File: config.mk
export PLATFORM = sky130hd
export DESIGN_NAME = adc_seq_ctrl
export DESIGN_NICKNAME = d
export VERILOG_FILES = /design/src/rtl/adc_seq_pkg.sv /design/src/rtl/adc_trig_sel.sv /design/src/rtl/adc_track_policy.sv /design/src/rtl/adc_seq_fsm.sv /design/src/rtl/adc_result_fmt.sv /design/src/rtl/adc_seq_ctrl.sv
export SDC_FILE = /design/constraint.sdc
export NUM_CORES = 1
export LEC_CHECK = 0
export ABC_CLOCK_PERIOD_IN_PS = 5700
export BUFFER_PORTS_ARGS = -buffer_cell sky130_fd_sc_hd__buf_2
export CAP_MARGIN = 20
export CELL_PAD_IN_SITES_DETAIL_PLACEMENT = 1
export CELL_PAD_IN_SITES_GLOBAL_PLACEMENT = 2
export CORE_MARGIN = 2
export CORE_UTILIZATION = 37
export DETAILED_ROUTE_END_ITERATION = 7
export PLACE_DENSITY_LB_ADDON = 0.1
export SLEW_MARGIN = 20
export SYNTH_ARGS = -nofsm -noshare
export SYNTH_HDL_FRONTEND = slang
export SYNTH_SLANG_ARGS = --single-unit
File: constraint.sdc
create_clock -name clk -period 5.7 [get_ports clk]
set_input_delay 0.285 -clock clk [delete_from_list [all_inputs] [get_ports clk]]
set_output_delay 0.285 -clock clk [all_outputs]
set_load 0.01 [all_outputs]
File: src/rtl/adc_seq_pkg.sv
package adc_seq_pkg;

    localparam int REP_LOG = 4;

    typedef enum logic [1:0] {
        SRC_SW   = 2'b00,
        SRC_PIN  = 2'b01,
        SRC_TMR1 = 2'b10,
        SRC_TMR2 = 2'b11
    } start_src_e;

    typedef enum logic [1:0] {
        TRK_POST0 = 2'b00,
        TRK_POST  = 2'b01,
        TRK_PRE   = 2'b10,
        TRK_DUAL  = 2'b11
    } trk_mode_e;

    typedef enum logic [1:0] {
        ST_IDLE  = 2'b00,
        ST_TRACK = 2'b01,
        ST_CONV  = 2'b10
    } seq_state_e;

    typedef struct packed {
        logic s1;
        logic s2;
        logic s3;
    } pin_sync_t;

    function automatic logic [REP_LOG-1:0] last_index(input logic [1:0] code);
        case (code)
            2'b00:   last_index = 4'd0;
            2'b01:   last_index = 4'd3;
            2'b10:   last_index = 4'd7;
            default: last_index = 4'd15;
        endcase
    endfunction

endpackage

File: src/rtl/adc_trig_sel.sv
module adc_trig_sel
    import adc_seq_pkg::*;
(
    input  logic       clk,
    input  logic       rst_n,
    input  logic [1:0] start_mode,
    input  logic       t2_split,
    input  logic       sw_start,
    input  logic       cnv_pin,
    input  logic       t1_ovf,
    input  logic       t2_lo_ovf,
    input  logic       t2_hi_ovf,
    output logic       trig
);
    pin_sync_t sync_d, sync_q;
    logic      pin_rise;

    always_comb begin
        sync_d    = sync_q;
        sync_d.s1 = cnv_pin;
        sync_d.s2 = sync_q.s1;
        sync_d.s3 = sync_q.s2;
        pin_rise  = sync_q.s2 & ~sync_q.s3;
        case (start_src_e'(start_mode))
            SRC_SW:   trig = sw_start;
            SRC_PIN:  trig = pin_rise;
            SRC_TMR1: trig = t1_ovf;
            default:  trig = t2_split ? t2_lo_ovf : t2_hi_ovf;
        endcase
    end

    always_ff @(posedge clk or negedge rst_n) begin
        if (!rst_n) sync_q <= '0;
        else        sync_q <= sync_d;
    end
endmodule

File: src/rtl/adc_track_policy.sv
module adc_track_policy
    import adc_seq_pkg::*;
(
    input  logic [1:0] track_mode,
    input  logic       burst,
    input  logic       idle,
    input  logic       in_track,
    output logic       pre_eff,
    output logic       track_en
);
    logic dual;

    always_comb begin
        pre_eff  = (trk_mode_e'(track_mode) == TRK_PRE) && !burst;
        dual     = (trk_mode_e'(track_mode) == TRK_DUAL);
        track_en = in_track | (idle & (pre_eff | dual));
    end
endmodule

File: src/rtl/adc_seq_fsm.sv
module adc_seq_fsm
    import adc_seq_pkg::*;
#(
    parameter int RES_W = 10,
    parameter int TK_W  = 4,
    localparam int ACC_W = RES_W + REP_LOG
) (
    input  logic             clk,
    input  logic             rst_n,
    input  logic             trig,
    input  logic             pre_eff,
    input  logic [TK_W-1:0]  track_time,
    input  logic [1:0]       repeat_code,
    input  logic             eoc_clr,
    input  logic             conv_done,
    input  logic [RES_W-1:0] conv_data,
    output logic             busy,
    output logic             idle,
    output logic             in_track,
    output logic             conv_req,
    output logic             eoc_flag,
    output logic [ACC_W-1:0] result
);
    typedef struct packed {
        seq_state_e         st;
        logic [TK_W-1:0]    trk;
        logic [REP_LOG-1:0] rep;
        logic [ACC_W-1:0]   acc;
        logic [ACC_W-1:0]   res;
        logic               eoc;
    } fsm_t;

    fsm_t             s_d, s_q;
    logic             eoc_set;
    logic [ACC_W-1:0] acc_sum;

    always_comb begin
        s_d     = s_q;
        eoc_set = 1'b0;
        acc_sum = s_q.acc + ACC_W'(conv_data);
        case (s_q.st)
            ST_IDLE: begin
                if (trig) begin
                    s_d.acc = '0;
                    s_d.rep = '0;
                    s_d.trk = track_time;
                    s_d.st  = pre_eff ? ST_CONV : ST_TRACK;
                end
            end
            ST_TRACK: begin
                if (s_q.trk == '0) s_d.st  = ST_CONV;
                else               s_d.trk = s_q.trk - TK_W'(1);
            end
            ST_CONV: begin
                if (conv_done) begin
                    if (s_q.rep == last_index(repeat_code)) begin
                        s_d.st  = ST_IDLE;
                        s_d.res = acc_sum;
                        eoc_set = 1'b1;
                    end else begin
                        s_d.rep = s_q.rep + REP_LOG'(1);
                        s_d.acc = acc_sum;
                        s_d.trk = track_time;
                        s_d.st  = pre_eff ? ST_CONV : ST_TRACK;
                    end
                end
            end
            default: s_d.st = ST_IDLE;
        endcase
        if (eoc_set)      s_d.eoc = 1'b1;
        else if (eoc_clr) s_d.eoc = 1'b0;
    end

    always_ff @(posedge clk or negedge rst_n) begin
        if (!rst_n) begin
            s_q    <= '0;
            s_q.st <= ST_IDLE;
        end else begin
            s_q <= s_d;
        end
    end

    assign idle     = (s_q.st == ST_IDLE);
    assign busy     = !idle;
    assign in_track = (s_q.st == ST_TRACK);
    assign conv_req = (s_q.st == ST_CONV);
    assign eoc_flag = s_q.eoc;
    assign result   = s_q.res;
endmodule

File: src/rtl/adc_result_fmt.sv
module adc_result_fmt #(
    parameter int ACC_W = 14,
    parameter int OUT_W = 16,
    localparam int SHIFT = OUT_W - ACC_W
) (
    input  logic [ACC_W-1:0] sum,
    input  logic             left_just,
    output logic [OUT_W-1:0] word
);
    logic [OUT_W-1:0] wide;

    always_comb begin
        wide = OUT_W'(sum);
        word = left_just ? (wide << SHIFT) : wide;
    end
endmodule

File: src/rtl/adc_seq_ctrl.sv
module adc_seq_ctrl
    import adc_seq_pkg::*;
#(
    parameter int RES_W = 10,
    parameter int OUT_W = 16,
    parameter int TK_W  = 4
) (
    input  logic             clk,
    input  logic             rst_n,
    input  logic [1:0]       cfg_start_mode,
    input  logic             cfg_t2_split,
    input  logic [1:0]       cfg_track_mode,
    input  logic             cfg_burst,
    input  logic [TK_W-1:0]  cfg_track_time,
    input  logic [1:0]       cfg_repeat,
    input  logic             cfg_left_just,
    input  logic             cfg_eoc_ie,
    input  logic             sw_start,
    input  logic             eoc_clr,
    input  logic             cnv_pin,
    input  logic             t1_ovf,
    input  logic             t2_lo_ovf,
    input  logic             t2_hi_ovf,
    output logic             conv_req,
    input  logic             conv_done,
    input  logic [RES_W-1:0] conv_data,
    output logic             track_en,
    output logic             busy,
    output logic             eoc_flag,
    output logic             irq,
    output logic [OUT_W-1:0] data_out
);
    localparam int ACC_W = RES_W + REP_LOG;

    logic             trig;
    logic             pre_eff;
    logic             idle;
    logic             in_track;
    logic [ACC_W-1:0] result;

    adc_trig_sel i_trig (
        .clk        (clk),
        .rst_n      (rst_n),
        .start_mode (cfg_start_mode),
        .t2_split   (cfg_t2_split),
        .sw_start   (sw_start),
        .cnv_pin    (cnv_pin),
        .t1_ovf     (t1_ovf),
        .t2_lo_ovf  (t2_lo_ovf),
        .t2_hi_ovf  (t2_hi_ovf),
        .trig       (trig)
    );

    adc_track_policy i_policy (
        .track_mode (cfg_track_mode),
        .burst      (cfg_burst),
        .idle       (idle),
        .in_track   (in_track),
        .pre_eff    (pre_eff),
        .track_en   (track_en)
    );

    adc_seq_fsm #(.RES_W(RES_W), .TK_W(TK_W)) i_fsm (
        .clk         (clk),
        .rst_n       (rst_n),
        .trig        (trig),
        .pre_eff     (pre_eff),
        .track_time  (cfg_track_time),
        .repeat_code (cfg_repeat),
        .eoc_clr     (eoc_clr),
        .conv_done   (conv_done),
        .conv_data   (conv_data),
        .busy        (busy),
        .idle        (idle),
        .in_track    (in_track),
        .conv_req    (conv_req),
        .eoc_flag    (eoc_flag),
        .result      (result)
    );

    adc_result_fmt #(.ACC_W(ACC_W), .OUT_W(OUT_W)) i_fmt (
        .sum       (result),
        .left_just (cfg_left_just),
        .word      (data_out)
    );

    assign irq = eoc_flag & cfg_eoc_ie;
endmodule

# Yosys cells after proc, flatten, opt, wreduce, memory -nomap -nowiden
# Index checks and enable logic that the tools add are counted.
# totals
regBits	42
latch_bits	0
mem_bits_rw	0
romBits	0
in_bits	33
out_inout_bits	21
elab_cells	68
mem_count	0
# classes
add_sub_neg	3
mul	0
n_div	0
n_lt_le_gt_ge	0
n_eq_ne	14
shifts	0
muxes	22
n_bitwise	6
reduce_logical	14
# ops
cell	count
$mux 38	1
$pmux 18 s2	1
$mux 24	1
$pmux 4 s3	2
$mux 22	1
$mux 16	1
$add 14x10->14	1
$mux 14	1
$mux 4	3
$eq 2x2->1 const B	5
$eq 2x1->1 const B	3
$logic_not 2->1	3
$mux 1	6
$mux 2	3
$ne 2x1->1 const B	3
$pmux 2 s3	1
$reduce_and 3->1	2
$reduce_and 5->1	1
$add 4x1->4 const B	1
$eq 4x4->1	1
$logic_not 4->1	1
$ne 2x2->1 const B	2
$reduce_and 4->1	1
$reduce_bool 2->1	2
8 further kinds	12

# Depth between registers and ports, before layout
# Gate-level depths: netlist of the first run.
# logic_depth
word_depth	9
ltp_mapped	9
mapped_depth_nobuf	9

# Cells and area by module
# From an unflattened synthesis of the first run, not the netlist that was laid out.
# hier_totals
hier_cells	295
area_unflattened_um2	2907.8
# modules_own_cells
module	n_inst	cells_per_inst	area_per_inst_um2	seq_area_each_um2
adc_seq_fsm	1	267	2542.4	975.9
adc_result_fmt	1	18	221.5	0.0
adc_trig_sel	1	6	115.1	75.1
adc_track_policy	1	3	22.5	0.0
adc_seq_ctrl	1	1	6.3	0.0

# Least setup slack after synthesis of the first run
# Ideal clock, no wire load.
# synth_timing
path_kind	register -> register
from	register i_fsm.s_q[15] (netlist bit)
to	register i_fsm.s_q[27] (netlist bit)
arrival_time_ns	1.810
required_time_ns	5.572
slack_ns	3.762
path_stages_with_launch	10
n_path_buf	0
period_less_slack_ns	1.938
cell_sequence	dfrtp_1 ha_1 inv_1 fa_1 nor2b_1 o2111ai_1 nand4_1 nand4_1 a21oi_1 o22ai_2
# synth_between
elab_chain_cells	4
# synth_lines
element	line	source
start, declared	adc_seq_fsm.sv:33	fsm_t s_d, s_q;
$add 14x10->14	adc_seq_fsm.sv:40	acc_sum = s_q.acc + ACC_W'(conv_data);
$mux 22	adc_seq_fsm.sv:56	if (s_q.rep == last_index(repeat_code)) begin
$mux 38	adc_seq_fsm.sv:55	if (conv_done) begin
$pmux 18 s2	adc_seq_fsm.sv:41	case (s_q.st)
# Every way passes these cells. The select of a mux whose other input is x is not followed.
# A chain may end at the register's enable or synchronous reset.

# Worst setup path after layout of the first run
# layout_timing
from	register i_fsm.s_q[15] (netlist bit)
to	register i_fsm.s_q, in the netlist i_fsm.result[12]
# layout_between
elab_chain_cells	1
# layout_lines
element	line
$add 14x10->14	adc_seq_fsm.sv:40
# Every way passes these cells.

==> impl_metrics.csv, run 1 <==
group,metric,value,unit
power_and_ir_drop,seqPwrFrac,0.320,
synthesis,synthCells,267,
power_and_ir_drop,p_sw_frac,0.407,
global_routing,grt_pass1_vias,2121,
synthesis,yosys_warnings,0,
synthesis,synth_area_leaders,"dfrtp_1 40%, ha_1 8.1%, mux2_2 7.3%, o21ai_0 4.7%, nand2_1 3.7%",
sta,slew_headroom,0.351,
finish,fin_nets,372,
synthesis,synth_adder_area_share,0.0882,
finish,ff_latch_area,1050,sq um
sta,worst_pin_slew,0.973,ns
route,drc,0,
worst_setup_path,required,5.89,ns
sta,setup_viol,0,
synthesis,ys_seq_area_frac,0.398,
clocking,cts_tree,"built",
placement,pre_cts_ws,3.08,ns
worst_setup_path,ff2ff_setup_slack,3.35,ns
sta,final.setup.tns,0,ns
power_and_ir_drop,combPwrFrac,0.482,
synthesis,postSynthAreaPerCell,9.88,sq um
synthesis,synthMuxAreaShare,0.0977,
synthesis,synth-compound-area-share,0.187,
clocking,cts_num_sinks,42,
floorplanning,initial_core_util,0.386,
global_routing,antenna_found_initial,0,
run,maxCapViolCount,0,
sta,holdWs,0.0972,ns
global_routing,overflow,0,
synthesis,syn_nets,318,
global_routing,grt_pass1_wl,10400,microns
sta,finalMaxSlewViolations,0,
min_path,whs_endpoint,"i_trig.sync_d[1]$_DFF_PN0_",
finish,multi_input_area,1480,sq um
global_routing,track_usage,0.175,
sta,rsz0062_at_grt,"false",
sta,clock_skew,0.0141,ns
route,firstDrtPassIters,3,
floorplanning,ios,54,
clocking,clockRootBuffer,"clkbuf_8",
worst_setup_path,endpoint_kind,"flop",
floorplanning,die-area,7820,sq um
route,drt-total-wl,6350,microns
finish,area_delta_synth_final,18.3,%
run_status,status,"completed",
route,num_vias,2124,
synthesis,synth_ff_type,"dfrtp_1",
placement,io_buffers,53,
worst_setup_path,r2r_end,"i_fsm.result[12]$_DFFE_PN0P_",
clocking,clkLatencyLatePin,0.30,ns
synthesis,synth_top_family_by_area,"compound AO/OA/AOI/OAI gates",
sta,hold_violations,0,
clocking,cts_max_level,2,
route,drtIter0Drc,72,
route,routed_via_density,5.08,
sta,layout_setup_ws,3.35,ns
clocking,numCtsBuffers,5,
synthesis,synth_area,2640,sq um
clocking,hold_buffers,0,
synthesis,synth_xor_area_frac,0.0431,
power_and_ir_drop,power,1.46,mW
placement,dp_hpwl,4930,microns
power_and_ir_drop,power_density,468,nW/um^2
synthesis,synth_cell_types,46,
power_and_ir_drop,power.leakage,1.48,nW
worst_setup_path,arrival,2.53,ns
placement,place.gp.congestion,0.772,
power_and_ir_drop,netSwitchingPower,0.594,mW
worst_setup_path,reg2reg_from,"i_fsm.s_q[15]$_DFFE_PN0P_",
synthesis,async_reset_ff_frac,1.00,
finish,antennaDiodeCount,0,
clocking,post_cts_resized,0,
synthesis,synth_edf_count,0,
finish,fillerInstances,806,
floorplanning,rows,30,
global_routing,grt_start_max_net_pins,43,
min_path,worstHoldStart,"cnv_pin",
worst_setup_path,critPathKind,"reg2reg",
floorplanning,coreArea,6830,sq um
synthesis,synth_top_area_frac,0.398,
clocking,path_clk_slew,0.09,ns
clocking,cts_buffer_depth,2,
route,wl_per_cell,15.2,microns
power_and_ir_drop,intPower,0.866,mW
power_and_ir_drop,peakVddDrop,0.000176,V
min_path,hold_depth,1,
synthesis,yosys.area.top_type,"dfrtp_1",
worst_setup_path,cp_max_fo,3,
clocking,cts_setup_buffers,0,
floorplanning,die_h,88.5,microns
sta,finalCriticalPeriod,2.35,ns
synthesis,ys_seq_elements,42,
worst_setup_path,r2r_cells,9,
sta,layout_worst_path_cycle_share,0.411,
power_and_ir_drop,p_clk_frac,0.198,
floorplanning,die_w,88.5,microns
route,ant_nets,0,
sta,timing.fmax,0.426,GHz
worst_setup_path,start_kind,"flop",
min_path,hold_class,"in2reg",
finish,drive_gt1_frac,0.273,
synthesis,yosys.area_share.simple,0.145,
==> layout make-up <==
| class | count | area share |
|---|---|---|
| multi-input combinational | 203 | 0.475 |
| sequential | 42 | 0.337 |
| timing repair buffer | 54 | 0.0874 |
| tap | 96 | 0.0385 |
| clock buffer | 5 | 0.0220 |
| clock inverter | 3 | 0.0220 |
| inverter | 15 | 0.0180 |
==> registers in the layout, summed over array words and instances, names as in the netlist <==
signal / flops
i_fsm.s_q: 24
i_fsm.result: 14
i_trig.sync_d: 2
i_trig.sync_q: 1
i_fsm.eoc_flag: 1
==> routing by layer <==
metal	track usage	up-vias	wire [microns]
li1	-	1062	-
met1	0.257	1020	3300
met2	0.267	37	2780
met3	0.0345	5	203
met4	0.0372	0	59
met5	0	-	0
==> power by group through the flow <==
stage	sequential (mW)	clock [mW]	combinational, mW
after floorplan	0.449	0	0.531
after global placement	0.470	0	0.699
after detailed placement	0.473	0	0.712
after CTS	0.469	0.298	0.715
after global routing	0.484	0.311	0.799
final	0.467	0.289	0.705
==> cells in the final DEF (no fill, tap or decap), types with 2 or more instances in the layout <==
cell type  count
o21ai_0       25
o22ai_2        3
and2_1         4
o22ai_1        3
inv_1         15
nor2_1        19
dfrtp_1       42
nor2b_1        5
ha_1          17
a21oi_1       14
a22o_1         8
xor2_1         3
nand2_1       26
clkbuf_8       5
nand4_1        4
mux2_1         3
a211oi_1       4
bufinv_16      2
nor3b_1        2
o21a_1         2
a21o_1         3
xnor2_1       10
nand3_1        5
a31oi_1        5
or2_1          2
buf_2         53
mux2_2        17
==> worst max-delay path, cell delays in order (launching register included) <==
cell and delay (ns):
dfrtp_1 0.37, ha_1 0.21, inv_1 0.07, fa_1 0.41, nor2b_1 0.17, o2111ai_1 0.19
nand4_1 0.18, nand4_1 0.19, xnor2_1 0.31, o21ai_0 0.12
==> cell usage after synthesis (2+ instances only) <==
library cell	number
a21o_1	3
dfrtp_1	42
a211oi_1	4
xor2_1	3
a31oi_1	5
o22ai_1	3
o21ai_0	25
nor2_1	19
o22ai_2	3
mux2_1	3
nand2_1	26
buf_6	3
or2_1	2
nor3b_1	2
nand4_1	4
a21oi_1	14
xnor2_1	10
inv_1	15
a22o_1	8
nand3_1	5
nor2b_1	6
o21a_1	2
clkbuf_1	2
ha_1	17
and2_1	4
mux2_2	17
==> cells by family after synthesis <==
group,count (synthesis)
AO/OA/AOI/OAI,75
AND/OR/NAND/NOR,75
flip-flops,42
buffers and inverters,22
multiplexers,22
adder cells (fa/ha/maj),18
XOR/XNOR,13
==> stage by stage <==
step,cell area [sq um],utilization,cells
2_1_floorplan,2640,-,267
3_3_place_gp,2980,0.436,410
3_5_place_dp,2980,0.436,410
4_1_cts,3120,0.457,418
5_1_grt,3120,0.457,418
6_report,3120,0.457,418
==> worst max-delay path by stage <==
stage | startpoint | to | slack [ns] | cells after the start
after floorplan | i_fsm.s_q[15]$_DFFE_PN0P_ | i_fsm.s_q[27]$_DFFE_PN0P_ | 3.76 | 9
after global placement | i_fsm.s_q[37]$_DFFE_PN0P_ | i_fsm.s_q[27]$_DFFE_PN0P_ | 3.20 | 7
after detailed placement | i_fsm.s_q[37]$_DFFE_PN0P_ | i_fsm.s_q[27]$_DFFE_PN0P_ | 3.08 | 7
after CTS | i_fsm.s_q[37]$_DFFE_PN0P_ | i_fsm.s_q[31]$_DFFE_PN0P_ | 3.05 | 7
after global routing | i_fsm.s_q[15]$_DFFE_PN0P_ | i_fsm.result[12]$_DFFE_PN0P_ | 3.13 | 9
final | i_fsm.s_q[15]$_DFFE_PN0P_ | i_fsm.result[12]$_DFFE_PN0P_ | 3.35 | 9
No activity file was read; power rests on OpenSTA's default activity.
==> run 2, diff against run 1 <==
--- a/config.mk
+++ b/config.mk
@@ -5,13 +5,13 @@
 export SDC_FILE = /design/constraint.sdc
 export NUM_CORES = 1
 export LEC_CHECK = 0
-export ABC_CLOCK_PERIOD_IN_PS = 5700
+export ABC_CLOCK_PERIOD_IN_PS = 2300
 export BUFFER_PORTS_ARGS = -buffer_cell sky130_fd_sc_hd__buf_2
 export CAP_MARGIN = 20
 export CELL_PAD_IN_SITES_DETAIL_PLACEMENT = 1
 export CELL_PAD_IN_SITES_GLOBAL_PLACEMENT = 2
 export CORE_MARGIN = 2
-export CORE_UTILIZATION = 37
+export CORE_UTILIZATION = 34
 export DETAILED_ROUTE_END_ITERATION = 7
 export PLACE_DENSITY_LB_ADDON = 0.1
 export SLEW_MARGIN = 20
==> constraint.sdc (replaced) <==
create_clock -name clk -period 2.3 [get_ports clk]
set_input_delay 0.115 -clock clk [delete_from_list [all_inputs] [get_ports clk]]
set_output_delay 0.115 -clock clk [all_outputs]
set_load 0.01 [all_outputs]
==> run 2 against run 1 <==
Critical path depth unchanged; count of clock-buffer cells in the layout up 2; first-iteration DRC count down 25%; combinational power rose to 2.5 times the previous value; sequential share of layout area down 0.52 points; non-clock buffer count up 7; largest cell class unchanged.
==> impl_metrics.csv, run 2 (synthesis results as in run 1) <==
group,metric,value,unit
run_status,status,"completed",
clocking,cts_setup_buffers,0,
worst_setup_path,ff2ff_setup_slack,0.20,ns
power_and_ir_drop,combPwrFrac,0.507,
power_and_ir_drop,p_sw_frac,0.412,
worst_setup_path,cp_num_buf_inv,1,
worst_setup_path,required,2.48,ns
clocking,cts_buffer_depth,2,
global_routing,grt_start_max_net_pins,43,
clocking,path_clk_slew,0.08,ns
sta,worst_pin_slew,0.680,ns
run,maxCapViolCount,0,
placement,place.gp.congestion,0.758,
power_and_ir_drop,netSwitchingPower,1.46,mW
sta,layout_setup_ws,0.198,ns
min_path,hold_class,"in2reg",
worst_setup_path,start_kind,"flop",
route,ant_nets,0,
clocking,clockRootBuffer,"clkbuf_8",
min_path,hold_depth,3,
route,wl_met2,3040,microns
power_and_ir_drop,power,3.54,mW
finish,fin_nets,379,
power_and_ir_drop,power_density,1120,nW/um^2
route,drc,0,
floorplanning,die_w,92.1,microns
worst_setup_path,r2r_cells,9,
worst_setup_path,slowest_delay,0.42,ns
global_routing,track_usage,0.161,
sta,slew_headroom,0.544,
sta,hold_violations,0,
sta,setup_viol,0,
floorplanning,ios,54,
route,firstDrtPassIters,4,
power_and_ir_drop,intPower,2.08,mW
worst_setup_path,r2r_end,"i_fsm.s_q[27]$_DFFE_PN0P_",
worst_setup_path,endpoint_kind,"flop",
finish,antennaDiodeCount,0,
power_and_ir_drop,power.leakage,1.49,nW
worst_setup_path,arrival,2.28,ns
worst_setup_path,cp_slowest_cell,"fa_1",
finish,top_register,"i_fsm.s_q",
floorplanning,die-area,8480,sq um
power_and_ir_drop,p_clk_frac,0.165,
placement,pre_cts_ws,0.125,ns
sta,timing.fmax,0.476,GHz
route,highest_layer,"met4",
floorplanning,rows,32,
finish,largest_reg_flops,24,
floorplanning,die_h,92.1,microns
worst_setup_path,path_common_cell,"nand4_1",
sta,layout_worst_path_cycle_share,0.914,
worst_setup_path,path_delay_family,"adder cells",
sta,clock_skew,0.00572,ns
route,routed_via_density,5.02,
global_routing,antenna_found_initial,0,
clocking,cts_tree,"built",
power_and_ir_drop,seqPwrFrac,0.328,
global_routing,overflow,0,
global_routing,grt_pass1_vias,2145,
clocking,cts_max_level,2,
worst_setup_path,critPathKind,"reg2reg",
finish,area_delta_synth_final,20.2,%
worst_setup_path,reg2reg_from,"i_fsm.s_q[15]$_DFFE_PN0P_",
clocking,cts_num_sinks,42,
finish,drive_gt1_frac,0.283,
route,wl_per_cell,15.0,microns
placement,dp_hpwl,4890,microns
sta,rsz0062_at_grt,"false",
finish,final_cell_mix,"53 x buf_2, 42 x dfrtp_1, 26 x nand2_1",
route,drt-total-wl,6460,microns
sta,finalMaxSlewViolations,0,
power_and_ir_drop,peakVddDrop,0.000391,V
finish,final_common_cell,"buf_2",
route,num_vias,2162,
route,wl_met1,3090,microns
floorplanning,initial_core_util,0.347,
sta,finalCriticalPeriod,2.10,ns
clocking,clkLatencyLatePin,0.29,ns
route,drtIter0Drc,54,
min_path,whs_endpoint,"i_fsm.s_q[35]$_DFFE_PN0P_",
floorplanning,coreArea,7610,sq um
sta,final.setup.tns,0,ns
placement,io_buffers,53,
worst_setup_path,cp_max_fo,3,
clocking,numCtsBuffers,5,
global_routing,grt_pass1_wl,10800,microns
worst_setup_path,cp_cell_sequence,"ha_2 > inv_1 > fa_1 > nor2b_2 > o2111ai_2 > nand4_1 > nand4_1 > a21oi_2 > o22ai_2",
min_path,worstHoldStart,"cfg_track_time[2]",
route,dr_wl_met3,255,microns
run 2: cell types whose count changed in the layout (fill, tap and decap cells not counted), sizes merged:
| cell | delta |
|---|---|
| buf | +4 |
| bufinv | -1 |
| clkbuf | +2 |
| clkinv | -1 |
| dlygate4sd3 | +3 |
run 2: power groups by stage:
stage	Clock, mW	Sequential, mW	Combinational [mW]
after global routing	0.633	1.21	2.04
after detailed placement	0	1.18	1.79
after global placement	0	1.17	1.78
after floorplan	0	1.11	1.32
final	0.583	1.16	1.79
after CTS	0.614	1.17	1.81
run 2: worst register-to-register path, cell delays in order, from the launching register on:
cell       delay [ns]
dfrtp_1          0.36
ha_2             0.19
inv_1            0.06
fa_1             0.42
nor2b_2          0.18
o2111ai_2        0.16
nand4_1          0.14
nand4_1          0.20
a21oi_2          0.21
o22ai_2          0.09
run 2: timing repair:
item	CTS	global route
hold buffers	3	0
endpoints found under the setup margin	0	4
endpoints found under the hold margin	44	0
gates resized for setup	0	4
run 2: area by class of cell:
type	instances	area, sq um
well taps	102	128
clock inverters	1	30.0
clock buffers	7	76.3
multi-input cells	203	1500
inverters	15	56.3
flip-flops and latches	42	1050
fillers	906	4440
repair buffers	61	333
run 2: worst max path at each step:
stage / cells past startpoint / to / startpoint
after floorplan: 9 / i_fsm.s_q[27]$_DFFE_PN0P_ / i_fsm.s_q[15]$_DFFE_PN0P_
after global placement: 9 / i_fsm.s_q[27]$_DFFE_PN0P_ / i_fsm.s_q[15]$_DFFE_PN0P_
after detailed placement: 9 / i_fsm.s_q[27]$_DFFE_PN0P_ / i_fsm.s_q[15]$_DFFE_PN0P_
after CTS: 9 / i_fsm.s_q[27]$_DFFE_PN0P_ / i_fsm.s_q[15]$_DFFE_PN0P_
after global routing: 7 / i_fsm.s_q[26]$_DFFE_PN0P_ / i_fsm.s_q[37]$_DFFE_PN0P_
final: 9 / i_fsm.s_q[27]$_DFFE_PN0P_ / i_fsm.s_q[15]$_DFFE_PN0P_
run 2: routing by layer:
layer / vias to the layer above / track usage
met2: 47 / 0.269
met1: 1039 / 0.214
li1: 1070 / -
met3: 6 / 0.0329
met4: 0 / 0.0373
met5: - / 0
run 2: stage by stage:
stage	hold slack (ns)	utilization	instances	instance area, sq um
CTS	0.0997	0.415	431	3160
global route	0.145	0.417	431	3170
detailed placement	0.225	0.397	420	3020
global placement	0.224	0.397	420	3020
finish	0.111	0.417	431	3170
floorplan	-0.181	-	267	2640
==> run 3, diff against run 2 <==
--- a/config.mk
+++ b/config.mk
@@ -6,7 +6,7 @@
 export NUM_CORES = 1
 export LEC_CHECK = 0
 export ABC_CLOCK_PERIOD_IN_PS = 2300
-export BUFFER_PORTS_ARGS = -buffer_cell sky130_fd_sc_hd__buf_2
+export BUFFER_PORTS_ARGS = -buffer_cell sky130_fd_sc_hd__buf_4
 export CAP_MARGIN = 20
 export CELL_PAD_IN_SITES_DETAIL_PLACEMENT = 1
 export CELL_PAD_IN_SITES_GLOBAL_PLACEMENT = 2
==> run 3 against run 2 <==
First-iteration DRC count shrank 15%; power grew 1.6%; maximum frequency shrank 1.2%; via count shrank 0.37%; clock skew grew 0.0043 ns; register-to-register slack lost 0.03 ns; sequential power is essentially flat; critical path depth is the same; critical endpoint unchanged; highest routed layer unchanged.
==> impl_metrics.csv, run 3 (synthesis results as in run 1) <==
group,metric,value,unit
run_status,status,"completed",
sta,timing.fmax,0.470,GHz
global_routing,grt_pass1_vias,2248,
sta,slew_headroom,0.602,
placement,dp_hpwl,4930,microns
clocking,clockRootBuffer,"clkbuf_8",
power_and_ir_drop,power.leakage,1.52,nW
clocking,cts_setup_buffers,0,
floorplanning,die-area,8480,sq um
sta,worst_pin_slew,0.593,ns
sta,rsz0062_at_grt,"true",
global_routing,grt_pass1_wl,10800,microns
route,wl_met1,2990,microns
floorplanning,ios,54,
sta,finalCriticalPeriod,2.13,ns
worst_setup_path,cp_cell_sequence,"ha_1 > inv_1 > fa_1 > nor2b_2 > o2111ai_1 > nand4_1 > nand4_1 > a21oi_1 > o22ai_2",
route,num_vias,2154,
floorplanning,coreArea,7610,sq um
finish,drive_gt1_frac,0.271,
worst_setup_path,critPathKind,"reg2reg",
global_routing,overflow,0,
floorplanning,die_h,92.1,microns
clocking,path_clk_slew,0.07,ns
global_routing,grt_start_max_net_pins,43,
route,dr_wl_met3,285,microns
worst_setup_path,cp_slowest_cell,"fa_1",
finish,area_delta_synth_final,24.4,%
clocking,cts_tree,"built",
clocking,clkLatencyLatePin,0.30,ns
run,maxCapViolCount,0,
power_and_ir_drop,p_sw_frac,0.401,
route,drc,0,
route,wl_met2,3040,microns
power_and_ir_drop,power_density,1100,nW/um^2
floorplanning,initial_core_util,0.347,
sta,layout_worst_path_cycle_share,0.925,
finish,fin_util,0.432,
finish,final_cell_mix,"57 x buf_4, 42 x dfrtp_1, 26 x nand2_1",
clocking,cts_max_level,2,
finish,fin_nets,378,
clocking,numCtsBuffers,5,
worst_setup_path,start_kind,"flop",
sta,layout_setup_ws,0.173,ns
route,wl_per_cell,14.9,microns
clocking,cts_buffer_depth,2,
worst_setup_path,slowest_delay,0.42,ns
sta,setup_viol,0,
power_and_ir_drop,seqPwrFrac,0.322,
sta,finalMaxSlewViolations,0,
worst_setup_path,cp_max_fo,3,
route,drt-total-wl,6400,microns
global_routing,track_usage,0.160,
sta,hold_violations,0,
route,ant_nets,0,
worst_setup_path,required,2.48,ns
route,routed_via_density,5.01,
placement,io_buffers,53,
worst_setup_path,path_common_cell,"nand4_1",
worst_setup_path,arrival,2.30,ns
sta,clock_skew,0.00998,ns
power_and_ir_drop,peakVddDrop,0.000420,V
global_routing,antenna_found_initial,0,
floorplanning,die_w,92.1,microns
finish,ff_latch_area,1050,sq um
finish,largest_reg_flops,24,
worst_setup_path,endpoint_kind,"flop",
placement,place.gp.congestion,0.777,
power_and_ir_drop,combPwrFrac,0.516,
route,highest_layer,"met4",
floorplanning,rows,32,
route,firstDrtPassIters,4,
placement,pre_cts_ws,0.115,ns
finish,antennaDiodeCount,0,
power_and_ir_drop,netSwitchingPower,1.44,mW
power_and_ir_drop,intPower,2.15,mW
finish,fillerInstances,880,
power_and_ir_drop,p_clk_frac,0.162,
min_path,hold_class,"in2reg",
finish,top_register,"i_fsm.s_q",
finish,final_common_cell,"buf_4",
finish,multi_input_area,1480,sq um
clocking,cts_num_sinks,42,
route,drtIter0Drc,46,
-- run 3: cell types whose count changed in the layout (fill, tap and decap cells not counted), sizes merged --
cell	delta
buf	-1
-- run 3: layout make-up --
| type | instances | area share |
|---|---|---|
| clock buffer | 7 | 0.0232 |
| multi-input combinational | 203 | 0.452 |
| timing repair buffer | 60 | 0.139 |
| sequential | 42 | 0.320 |
| clock inverter | 1 | 0.00915 |
| tap | 102 | 0.0389 |
| inverter | 15 | 0.0171 |
-- run 3: stage by stage --
stage | cells | setup TNS, ns | total power, mW | area [sq um] | hold WS, ns
after floorplan | 267 | 0 | 2.43 | 2640 | -0.181
after global placement | 419 | 0 | 3.04 | 3140 | 0.147
after detailed placement | 419 | 0 | 3.06 | 3140 | 0.142
after CTS | 430 | 0 | 3.67 | 3280 | 0.0947
after global routing | 430 | -0.00724 | 3.95 | 3280 | 0.127
final | 430 | 0 | 3.60 | 3280 | 0.101
-- run 3: power groups by stage --
stage          sequential [mW]  clock [mW]  combinational (mW)
6_report                  1.16       0.582                1.86
5_1_grt                   1.20       0.634                2.11
4_1_cts                   1.16       0.604                1.90
3_5_place_dp              1.17           0                1.88
3_3_place_gp              1.17           0                1.87
2_1_floorplan             1.11           0                1.32
-- run 3: worst paths after layout --
kind,from,end,slack [ns],cells past startpoint
worst max-delay path,i_fsm.s_q[15]$_DFFE_PN0P_,i_fsm.s_q[27]$_DFFE_PN0P_,0.17,9
worst min-delay path,cfg_track_time[1],i_fsm.s_q[34]$_DFFE_PN0P_,0.10,3
worst max register to register,i_fsm.s_q[15]$_DFFE_PN0P_,i_fsm.s_q[27]$_DFFE_PN0P_,0.17,9
worst min register to register,i_trig.sync_d[1]$_DFF_PN0_,i_trig.sync_d[0]$_DFF_PN0_,0.36,0
max in group asynchronous,rst_n,i_fsm.result[12]$_DFFE_PN0P_,1.57,2
min in group asynchronous,rst_n,i_fsm.result[13]$_DFFE_PN0P_,0.35,2
-- run 3: repair_timing --
action	CTS	global route
endpoints found under the setup margin	0	4
hold buffers	3	0
hold endpoints to repair	44	0
gates resized for setup	0	1
-- run 3: critical path: cells and delay by family (launching register included) --
| kind | cells | cell delay, ns |
|---|---|---|
| adders and majority gates | 2 | 0.61 |
| and+or+nand+nor | 3 | 0.48 |
| DFF | 1 | 0.35 |
| buffers and inverters | 1 | 0.07 |
| AOI/OAI and AO/OA | 3 | 0.50 |
-- run 3: per-layer routing --
metal | vias up | GRT usage
met2 | 47 | 0.278
met4 | 0 | 0.0448
met1 | 1030 | 0.202
met5 | - | 0
met3 | 6 | 0.0329
li1 | 1071 | -
